File: config.mk
export PLATFORM = sky130hd
export DESIGN_NAME = coin_vend_ctrl
export DESIGN_NICKNAME = d
export VERILOG_FILES = /design/src/rtl/coin_vend_ctrl.sv
export SDC_FILE = /design/constraint.sdc
export NUM_CORES = 1
export LEC_CHECK = 0
export ABC_CLOCK_PERIOD_IN_PS = 3700
export BUFFER_PORTS_ARGS = -buffer_cell sky130_fd_sc_hd__buf_2
export CORE_AREA = 2 2 39 41
export CTS_BUF_LIST = sky130_fd_sc_hd__clkbuf_4 sky130_fd_sc_hd__clkbuf_8
export DETAILED_ROUTE_END_ITERATION = 7
export DIE_AREA = 0 0 41 43
export PLACE_DENSITY = 0.4
export RECOVER_POWER = 50
export SETUP_SLACK_MARGIN = 0.4
export SLEW_MARGIN = 20
export SYNTH_ARGS = -nofsm -noshare
export SYNTH_HDL_FRONTEND = slang
export SYNTH_SLANG_ARGS = --single-unit
export TNS_END_PERCENT = 5
File: constraint.sdc
create_clock -name clk -period 3.7 [get_ports clk]
set_clock_uncertainty 0.05 [all_clocks]
set_input_delay 0.185 -clock clk [delete_from_list [all_inputs] [get_ports clk]]
set_output_delay 0.185 -clock clk [all_outputs]
set_load 0.005 [all_outputs]
File: src/rtl/coin_vend_ctrl.sv
module coin_vend_ctrl (
  input  logic       clk,
  input  logic       rst,
  input  logic       nickel,
  input  logic       dime,
  output logic [1:0] credit,
  output logic       open_out
);

  localparam logic [1:0] C0  = 2'b00;
  localparam logic [1:0] C5  = 2'b01;
  localparam logic [1:0] C10 = 2'b10;
  localparam logic [1:0] C15 = 2'b11;

  logic [1:0] state_q;
  logic [1:0] state_d;
  logic       open_q;

  always_comb begin
    state_d = state_q;
    if (state_q != C15) begin
      if (dime)
        state_d = (state_q == C0) ? C10 : C15;
      else if (nickel)
        state_d = state_q + 2'd1;
    end
  end

  always_ff @(posedge clk) begin
    if (rst) begin
      state_q <= C0;
      open_q  <= 1'b0;
    end else begin
      state_q <= state_d;
      open_q  <= (state_d == C15);
    end
  end

  assign credit   = state_q;
  assign open_out = open_q;


  reset_clear_chk: assert property (@(posedge clk) rst |=> (credit == C0 && !open_out));


  nickel_step_chk: assert property (@(posedge clk) disable iff (rst)
    (nickel && !dime && credit != C15) |=> credit == $past(credit) + 2'd1);


  dime_step_chk: assert property (@(posedge clk) disable iff (rst)
    (dime && credit != C15) |=> credit == (($past(credit) == C0) ? C10 : C15));


  idle_hold_chk: assert property (@(posedge clk) disable iff (rst)
    (!nickel && !dime) |=> $stable(credit));


  full_hold_chk: assert property (@(posedge clk) disable iff (rst)
    (credit == C15) |=> credit == C15);


  open_match_chk: assert property (@(posedge clk) disable iff (rst)
    open_out |-> credit == C15);


  open_rise_chk: assert property (@(posedge clk) disable iff (rst)
    (credit != C15) |=> (open_out == (credit == C15)));

endmodule

==> impl_metrics.env <==
export IMPL_cts_buffer_depth=2
export IMPL_clock_sinks=3
export IMPL_cp_top_family="simple AND/OR/NAND/NOR gates"
export IMPL_diodes=0
export IMPL_power_switching_uw=31.46
export IMPL_die_w_um=41
export IMPL_cts_resized_gates=0
export IMPL_dr_pass1_iters=1
export IMPL_grt_overflow_total=0
export IMPL_ctsHoldBuffers=0
export IMPL_placed_area_um2=215.2
export IMPL_ff2ff_setup_slack_ns=2.26
export IMPL_worst_path_buf_inv=1
export IMPL_total_leakage_power_nw=0.1059
export IMPL_hp_start="rst"
export IMPL_mostFrequentLayoutCells="buf_2 (5), clkbuf_4 (4), dfxtp_1 (3), inv_1 (2), ha_1 (2)"
export IMPL_synth_nets=22
export IMPL_cts_root_buf="clkbuf_4"
export IMPL_rsz0062_at_grt="false"
export IMPL_r2r_start="credit[0]"
export IMPL_post_cts_buffers=0
export IMPL_wl_per_cell_um=8.714
export IMPL_finalCritPeriodShare=0.3886
export IMPL_synth_cell_types=12
export IMPL_ir_drop_mv=0.1204
export IMPL_htreeDepth=1
export IMPL_worstPathArrival_ns=1.50
export IMPL_cts_buffers=3
export IMPL_cts_tree="built"
export IMPL_combPwrFrac=0.175
export IMPL_reg2reg_depth=5
export IMPL_power_share_sequential=0.319
export IMPL_drc=0
export IMPL_area_growth_pct=47.73
export IMPL_hold_path_depth=2
export IMPL_cp_data_required_time_ns=3.76
export IMPL_gp_congestion=0.5838
export IMPL_syn_area_per_cell_um2=10.32
export IMPL_ios=7
export IMPL_fin_nets=33
export IMPL_portBuffers=6
export IMPL_cts_clk_slew_worst_paths_ns=0.04
export IMPL_final_area_um2=244.0
export IMPL_hpwl_um=274.3
export IMPL_power_density_mw_per_mm2=523.2
export IMPL_synth_cells=16
export IMPL_drt_iter0_drc=0
export IMPL_rows=14
export IMPL_drv_cap=0
export IMPL_worstPathCellList="inv_1 -> ha_1 -> nor4b_1 -> a2111oi_2 -> nor2b_1"
export IMPL_worst_path_max_delay_cell="dfxtp_1"
export IMPL_place_ws_ns=2.253
export IMPL_fmax_ghz=0.6956
export IMPL_final_util=0.1763
export IMPL_finalMaxSlewViolations=0
export IMPL_worstReg2RegEnd="open_out"
export IMPL_internal_power_uw=96.19
export IMPL_drive_gt1_frac=0.4231
export IMPL_crit_fanout=5
export IMPL_crit_type="reg2reg"
export IMPL_vias=152
export IMPL_grt_pass1_wl_um=586
export IMPL_setup_slack_ns=2.262
export IMPL_initial_core_util=0.1193
export IMPL_fp_coreArea_mm2=0.001384
export IMPL_status="complete, no violations"
export IMPL_first_global_vias=164
export IMPL_worst_pin_slew_ns=0.3180
export IMPL_grt_max_degree=6
export IMPL_clkPwrFrac=0.506
export IMPL_syn_cell_area_um2=165.2
export IMPL_netSwitchingFraction=0.2465
export IMPL_via_per_inst=3.619
export IMPL_antenna_found_initial=0
export IMPL_setup_tns_ns=0
export IMPL_maxSlewHeadroom=0.7850
export IMPL_final_common_cell="buf_2"
export IMPL_fp_dieH_um=43
export IMPL_clk_latency_ns=0.23
export IMPL_fin_crit_ns=1.438
export IMPL_hold_path_class="in2reg"
export IMPL_min_to="credit[0]"
export IMPL_finalHoldViolCount=0
export IMPL_grt_util_all_layers=0.05422
export IMPL_drtAntennaViolNets=0
export IMPL_synth_warnings=0
export IMPL_ys_ff_latch=3
export IMPL_endpoint_kind="register"
export IMPL_critPathMaxStageDelay_ns=0.39
export IMPL_setup_violations=0
export IMPL_die_area_mm2=0.001763
export IMPL_postRouteWirelength_um=366
export IMPL_power_uw=127.7
export IMPL_ys_seq_area_frac=0.3636
export IMPL_cp_start_kind="register"
-- worst reg2reg max path: stages (launching register included) --
cell and delay (ns):
dfxtp_1 0.39, inv_1 0.07, ha_1 0.29, nor4b_1 0.30, a2111oi_2 0.07, nor2b_1 0.14
-- registers in the layout, indices dropped and copies added (netlist names) --
signal and flops:
credit 2, open_out 1
-- cell families after synthesis --
logic type | synth area share
buf+inv | 0.04547
compound gates | 0.2045
fa+ha+maj | 0.1515
simple gates | 0.2348
flops | 0.3637
-- per-stage QoR --
step                hold slack, ns  cells
floorplan                   0.2074     16
global placement            0.3363     38
detailed placement          0.3364     38
CTS                        0.08954     42
global route                0.1061     42
finish                     0.09618     42
-- power by group through the flow --
stage	Combinational [mW]	Clock, mW	Sequential, mW
3_3_place_gp	0.0224	0	0.0407
3_5_place_dp	0.0230	0	0.0408
4_1_cts	0.0232	0.0681	0.0405
5_1_grt	0.0266	0.0686	0.0410
2_1_floorplan	0.0134	0	0.0409
6_report	0.0224	0.0646	0.0407
-- how the worst max path moves through the flow --
stage                         start        to  slack [ns]  depth (start not counted)
after floorplan           credit[0]  open_out        2.34                          5
after global placement    credit[0]  open_out        2.28                          5
after detailed placement  credit[0]  open_out        2.25                          5
after CTS                 credit[0]  open_out        2.24                          5
after global routing      credit[0]  open_out        2.10                          5
final                     credit[0]  open_out        2.26                          5
-- cell type report --
cell class / instances / area, µm²
clock buffers: 4 / 30.03
fillers: 150 / 1140
inverters: 2 / 7.507
multi-input cells: 11 / 97.59
flip-flops and latches: 3 / 60.06
well taps: 16 / 20.02
repair buffers: 6 / 28.78
-- cells in the mapped netlist, drive strengths merged --
| cell | number | area [µm²] |
|---|---|---|
| o221ai | 1 | 8.760 |
| o21ba | 1 | 10.01 |
| nor2 | 1 | 3.750 |
| nand4bb | 1 | 11.26 |
| nor2b | 1 | 6.260 |
| nand2 | 1 | 3.750 |
| dfxtp | 3 | 60.06 |
| a2111oi | 1 | 15.01 |
| inv | 2 | 7.510 |
| ha | 2 | 25.02 |
| nor4b | 1 | 8.760 |
| nor3 | 1 | 5.000 |
-- metal layers --
| layer | routed length, µm | global-route usage | vias up |
|---|---|---|---|
| met4 | 0 | 0.08000 | 0 |
| li1 | - | - | 79 |
| met5 | 0 | 0 | - |
| met2 | 137 | 0.06250 | 7 |
| met1 | 200 | 0.06109 | 66 |
| met3 | 28 | 0.01571 | 0 |
Power figures use the tool's default switching activity.
